--- src/rtl/uart_irq_pkg.sv ---
package uart_irq_pkg;

  // Source codes reported in bits 3:1 of the identification byte
  typedef enum logic [2:0] {
    SRC_MODEM = 3'd0,
    SRC_TXE   = 3'd1,
    SRC_RXD   = 3'd2,
    SRC_LINE  = 3'd3,
    SRC_RXTO  = 3'd6
  } srcCode_e;

  // Enable bit positions
  localparam int EN_RXD   = 0;
  localparam int EN_TXE   = 1;
  localparam int EN_LINE  = 2;
  localparam int EN_MODEM = 3;
  localparam int EN_RXTO  = 4;
  localparam int EN_W     = 5;

  // Strobes from control to datapath
  typedef struct packed {
    logic setLine;
    logic clrLine;
    logic setTo;
    logic clrTo;
    logic armTx;
    logic clrTx;
  } irqStrobe_t;

endpackage

--- src/rtl/uart_irq_ctrl.sv ---
module uart_irq_ctrl
  import uart_irq_pkg::*;
#(
  parameter int LINE_W = 4
) (
  input  logic              clk,
  input  logic              rstN,
  input  logic [LINE_W-1:0] lineErr,
  input  logic              lineClr,
  input  logic              rxTimeout,
  input  logic              timeoutClr,
  input  logic              txEmpty,
  input  logic              identRd,
  input  srcCode_e          curCode,
  input  logic              curPending,
  output irqStrobe_t        strobe
);

  logic txPrev;

  always_ff @(posedge clk or negedge rstN) begin
    if (!rstN) txPrev <= 1'b0;
    else       txPrev <= txEmpty;
  end

  always_comb begin
    strobe.setLine = |lineErr;
    strobe.clrLine = lineClr;
    strobe.setTo   = rxTimeout;
    strobe.clrTo   = timeoutClr;
    strobe.armTx   = txEmpty & ~txPrev;
    // Disarm only when the value read actually reported the transmit source
    strobe.clrTx   = identRd & curPending & (curCode == SRC_TXE);
  end

  // a new empty edge always arms the transmit source
  p_tx_edge_r8: assert property (@(posedge clk) disable iff (!rstN)
    $rose(txEmpty) |-> strobe.armTx);

endmodule

--- src/rtl/uart_irq_dpath.sv ---
module uart_irq_dpath
  import uart_irq_pkg::*;
#(
  parameter int LEVEL_W = 5,
  parameter int MODEM_W = 4
) (
  input  logic               clk,
  input  logic               rstN,
  input  irqStrobe_t         strobe,
  input  logic [EN_W-1:0]    enMask,
  input  logic               fifoOn,
  input  logic [1:0]         trigSel,
  input  logic [LEVEL_W-1:0] rxLevel,
  input  logic               txEmpty,
  input  logic [MODEM_W-1:0] modemDelta,
  output logic               irq,
  output logic [7:0]         identVal,
  output srcCode_e           curCode,
  output logic               curPending
);

  localparam int N_STICKY = 2;   // index 0: line status, 1: timeout

  logic [N_STICKY-1:0] stickySet, stickyClr, stickyQ;
  logic                txArm;
  logic [LEVEL_W-1:0]  rxThresh;
  logic [EN_W-1:0]     srcActive, srcLive;
  logic                lineFlag, toFlag;

  assign stickySet = {strobe.setTo, strobe.setLine};
  assign stickyClr = {strobe.clrTo, strobe.clrLine};

  // Latched sources: a set in the same cycle as a clear wins
  for (genvar i = 0; i < N_STICKY; i++) begin : g_sticky
    always_ff @(posedge clk or negedge rstN) begin
      if (!rstN) stickyQ[i] <= 1'b0;
      else       stickyQ[i] <= stickySet[i] | (stickyQ[i] & ~stickyClr[i]);
    end
  end

  assign lineFlag = stickyQ[0];
  assign toFlag   = stickyQ[1];

  always_ff @(posedge clk or negedge rstN) begin
    if (!rstN) txArm <= 1'b1;
    else       txArm <= strobe.armTx | (txArm & ~strobe.clrTx);
  end

  // Receive threshold
  always_comb begin
    if (!fifoOn) rxThresh = LEVEL_W'(1);
    else begin
      case (trigSel)
        2'd0:    rxThresh = LEVEL_W'(1);
        2'd1:    rxThresh = LEVEL_W'(4);
        2'd2:    rxThresh = LEVEL_W'(8);
        default: rxThresh = LEVEL_W'(15);
      endcase
    end
  end

  always_comb begin
    srcActive           = '0;
    srcActive[EN_RXD]   = rxLevel >= rxThresh;
    srcActive[EN_TXE]   = txArm & txEmpty;
    srcActive[EN_LINE]  = lineFlag;
    srcActive[EN_MODEM] = |modemDelta;
    srcActive[EN_RXTO]  = toFlag;
  end

  assign srcLive    = srcActive & enMask;
  assign curPending = |srcLive;
  assign irq        = curPending;

  // Fixed priority selection
  always_comb begin
    if      (srcLive[EN_LINE]) curCode = SRC_LINE;
    else if (srcLive[EN_RXD])  curCode = SRC_RXD;
    else if (srcLive[EN_RXTO]) curCode = SRC_RXTO;
    else if (srcLive[EN_TXE])  curCode = SRC_TXE;
    else                       curCode = SRC_MODEM;
  end

  assign identVal = {{2{fifoOn}}, 2'b00, curCode, ~curPending};

  // an enabled latched line error outranks everything
  p_line_first_r10: assert property (@(posedge clk) disable iff (!rstN)
    (lineFlag && enMask[EN_LINE]) |-> (curCode == SRC_LINE && !identVal[0]));

  // outside FIFO mode a single entry is enough
  p_single_thresh_r5: assert property (@(posedge clk) disable iff (!rstN)
    (!fifoOn && rxLevel != '0 && enMask[EN_RXD] && !(lineFlag && enMask[EN_LINE]))
      |-> (curCode == SRC_RXD && !identVal[0]));

  // reading the transmit code removes it on the next cycle
  p_tx_read_clear_r8: assert property (@(posedge clk) disable iff (!rstN)
    (strobe.clrTx && !strobe.armTx) |=> !(curPending && curCode == SRC_TXE));

  // a timeout pulse is always latched
  p_timeout_latch_r7: assert property (@(posedge clk) disable iff (!rstN)
    strobe.setTo |=> toFlag);

  // no request without some enable
  p_irq_enabled_r11: assert property (@(posedge clk) disable iff (!rstN)
    irq |-> (enMask != '0));

endmodule

--- src/rtl/uart_irq_ident.sv ---
module uart_irq_ident
  import uart_irq_pkg::*;
#(
  parameter int FIFO_DEPTH = 16,
  parameter int LINE_W     = 4,
  parameter int MODEM_W    = 4,
  parameter int LEVEL_W    = $clog2(FIFO_DEPTH + 1)
) (
  input  logic               clk,
  input  logic               rstN,
  input  logic [4:0]         enMask,
  input  logic               fifoOn,
  input  logic [1:0]         trigSel,
  input  logic [LEVEL_W-1:0] rxLevel,
  input  logic [LINE_W-1:0]  lineErr,
  input  logic               lineClr,
  input  logic               rxTimeout,
  input  logic               timeoutClr,
  input  logic               txEmpty,
  input  logic [MODEM_W-1:0] modemDelta,
  input  logic               identRd,
  output logic               irq,
  output logic [7:0]         identVal
);

  irqStrobe_t strobe;
  srcCode_e   curCode;
  logic       curPending;

  uart_irq_ctrl #(.LINE_W(LINE_W)) ctrl_i (
    .clk        (clk),
    .rstN       (rstN),
    .lineErr    (lineErr),
    .lineClr    (lineClr),
    .rxTimeout  (rxTimeout),
    .timeoutClr (timeoutClr),
    .txEmpty    (txEmpty),
    .identRd    (identRd),
    .curCode    (curCode),
    .curPending (curPending),
    .strobe     (strobe)
  );

  uart_irq_dpath #(.LEVEL_W(LEVEL_W), .MODEM_W(MODEM_W)) dpath_i (
    .clk        (clk),
    .rstN       (rstN),
    .strobe     (strobe),
    .enMask     (enMask),
    .fifoOn     (fifoOn),
    .trigSel    (trigSel),
    .rxLevel    (rxLevel),
    .txEmpty    (txEmpty),
    .modemDelta (modemDelta),
    .irq        (irq),
    .identVal   (identVal),
    .curCode    (curCode),
    .curPending (curPending)
  );

endmodule

--- config.mk ---
export PLATFORM = sky130hd
export DESIGN_NAME = uart_irq_ident
export DESIGN_NICKNAME = d
export VERILOG_FILES = /design/src/rtl/uart_irq_pkg.sv /design/src/rtl/uart_irq_ctrl.sv /design/src/rtl/uart_irq_dpath.sv /design/src/rtl/uart_irq_ident.sv
export SDC_FILE = /design/constraint.sdc
export NUM_CORES = 1
export LEC_CHECK = 0
export ABC_AREA = 1
export BUFFER_PORTS_ARGS = -buffer_cell sky130_fd_sc_hd__buf_2
export CAP_MARGIN = 15
export CORE_AREA = 2 2 40 42
export DETAILED_ROUTE_END_ITERATION = 12
export DIE_AREA = 0 0 42 44
export PLACE_DENSITY = 0.7
export SETUP_SLACK_MARGIN = 0.5
export SLEW_MARGIN = 5
export SYNTH_ARGS = -nofsm -noshare
export SYNTH_HDL_FRONTEND = slang
export SYNTH_SLANG_ARGS = --single-unit
--- constraint.sdc ---
create_clock -name clk -period 1.65 [get_ports clk]
set_clock_uncertainty 0.2 [all_clocks]
set_input_delay 0.0825 -clock clk [delete_from_list [all_inputs] [get_ports clk]]
set_output_delay 0.0825 -clock clk [all_outputs]
set_load 0.02 [all_outputs]
==> run summary <==
global-route wire length before repair: 1840 µm
power per cell area: 485 nW/µm²
P_sw: 0.132 mW
Yosys reg bits: 4
kind of start point of the critical path: input port
PortBufs: 34
CTS clk-pin slew, worst paths: 0.04 ns
Routed wire per std cell: 9.10 µm
Setup crit end kind: primary output
drt pass-1 iters: 2
Boundary Pins: 37
CTS Buf Count: 3
Int Power: 0.292 mW
Seq/Total Area, Yosys: 0.217
initial DRC count: 1
Die Span Y: 44 µm
crit path from: trigSel[0]
count of different cell masters after synthesis: 21
reg2reg end: dpath_i.txArm
Die Area: 1850 µm²
CTS tree: yes
Max VDD drop: 431 µV
via count: 526
worst endpoint required time: 1.37 ns
violated checks: hold timing, setup timing
FP Rows: 14
# clock sinks: 4
final setup fails: 4
Synth warnings: 0
root buf cell: clkbuf_4
CP Class: input port to primary output
static leakage: 0.491 nW
WP data arrival: 1.43 ns
status: complete, but fails checks
DPL Wire Length: 812 µm
nets: 145
leading area contributor after synthesis: ha_1
Clk pwr share: 0.306
Final Cycle Share: 1.04
synth top area cells: ha_1 19%, dfrtp_1 16%, nand2_1 9.7%
Setup crit end: identVal[0]
grt ovf: 0
post-route cell area: 873 µm²
maximum clock rate: 582 MHz
final wirelength: 1140 µm
Die X: 42 µm
pin count of the biggest net entering global routing: 7
power share of the combinational group: 0.441
Cells after Synth: 64
Hold Slack: -0.124 ns
Final Hold Vio Count: 1
Placed Area: 668 µm²
Critical Path Fanout Max: 4
unrepaired setup endpoints after global routing: yes
initial antenna violation count: 0
P&R area growth vs syn: 87.1%
Netlist Area Pre-Place: 467 µm²
Routed Antenna Nets: 0
Initial Util: 0.329
core area: 1420 µm²
Clock Latency Late Sink: 0.23 ns
overall power: 0.424 mW
DRC errors left: 0
gp weighted congestion: 0.670
Longest Clk Path Bufs: 2
Final min period: 1.72 ns
n_diodes: 0
PnR worst setup slack: -0.0668 ns
Flop pwr share: 0.253
Avg Cell Area, Syn: 7.29 µm²
total track usage: 0.128
vias in the first global route: 500
Worst R2R Start: dpath_i.txArm
Final Max Tran Viols: 0
routed vias/inst: 4.21
worst hold path class: input port to flop
H-tree depth: 1
post-cts hold buffer count: 8
Reg2Reg Depth: 5
Max Cap Viol: 0
share of layout cells above drive strength 1: 0.541
switching share of total power: 0.312
Synth top area share: 0.188
flop2flop setup slack: 0.44 ns
-- metrics by stage --
stage               setup slack, ns  setup TNS, ns   util  std cells  hold WS [ns]
floorplan                     0.111              0      -         65        -0.413
global placement             -0.138         -0.505  0.471        111        -0.311
detailed placement           -0.163         -0.629  0.471        111        -0.313
CTS                         -0.0417        -0.0850  0.597        124        -0.141
global route                 -0.159         -0.577  0.616        125        -0.118
finish                      -0.0668         -0.150  0.616        125        -0.124
-- layout by cell type (no fill, tap or decap), drive strengths merged --
master	instances
a21boi	1
a21oi	1
buf	36
clkbuf	4
conb	2
dfrtp	3
dfstp	1
dlygate4sd3	6
dlymetal6s4s	2
ha	7
inv	13
nand2	15
nand3	5
nand4	2
nor2	6
nor4	1
o21ai	3
o21bai	1
-- what timing repair did --
| item | CTS | global route |
|---|---|---|
| setup endpoints to repair | 6 | 10 |
| gates resized for setup | 18 | 5 |
| pin swaps | 6 | 4 |
| endpoints found under the hold margin | 8 | 1 |
| buffers inserted | 1 | 1 |
-- cell usage after synthesis, drive strengths merged --
cell type  number
dfrtp           3
a21boi          1
nand3           5
o21ai           3
dfstp           1
nor4            1
o21bai          1
conb            1
ha              7
nand2          15
a21oi           1
nor2            6
buf             4
inv            13
nand4           2
-- worst max-delay path, stage by stage --
cell and delay, ns:
buf_8 0.11, inv_6 0.04, ha_4 0.18, inv_2 0.04, nand2_1 0.04, ha_1 0.26
inv_1 0.06, nand2_1 0.05, nand2_1 0.07, nand3_2 0.11, nand2_4 0.12, nand4_4 0.10
inv_4 0.07, buf_6 0.11
-- registers in the layout, indices dropped and copies added, names as in the netlist --
register	cells
dpath_i.lineFlag	1
dpath_i.txArm	1
ctrl_i.txPrev	1
dpath_i.toFlag	1
-- worst min-delay path by stage --
stage | from | endpoint | slack (ns) | depth (start not counted)
floorplan | rstN | ctrl_i.txPrev | -0.41 | 0
CTS | lineErr[1] | dpath_i.lineFlag | -0.14 | 3
global route | lineErr[1] | dpath_i.lineFlag | -0.12 | 3
global placement | rstN | ctrl_i.txPrev | -0.31 | 1
detailed placement | rstN | ctrl_i.txPrev | -0.31 | 1
finish | lineErr[1] | dpath_i.lineFlag | -0.12 | 3
-- cell families after synthesis --
group | Yosys count | synth area share
simple gates | 29 | 0.343
buf+inv | 17 | 0.169
fa+ha+maj | 7 | 0.188
compound gates | 6 | 0.0751
flops | 4 | 0.217
other cells | 1 | 0.00804
-- per-layer routing --
| metal | GRT usage | up-vias | wire length [µm] |
|---|---|---|---|
| met5 | 0 | - | 0 |
| met4 | 0.0387 | 0 | 0 |
| met3 | 0.0167 | 0 | 42 |
| met2 | 0.269 | 14 | 695 |
| met1 | 0.129 | 227 | 399 |
| li1 | - | 285 | - |
-- area by class of cell --
type,instances,area (µm²)
tap,16,20.0
sequential,4,101
clock buffer,4,26.3
inverter,13,56.3
fill,120,546
timing repair buffer,44,322
multi-input combinational,44,348
-- power groups by stage --
stage | Sequential, mW | Combinational (mW) | Clock (mW)
floorplan | 0.108 | 0.0936 | 0
finish | 0.107 | 0.187 | 0.130
detailed placement | 0.109 | 0.144 | 0
CTS | 0.108 | 0.179 | 0.135
global placement | 0.108 | 0.141 | 0
global route | 0.108 | 0.208 | 0.144
Power figures use the tool's default switching activity.
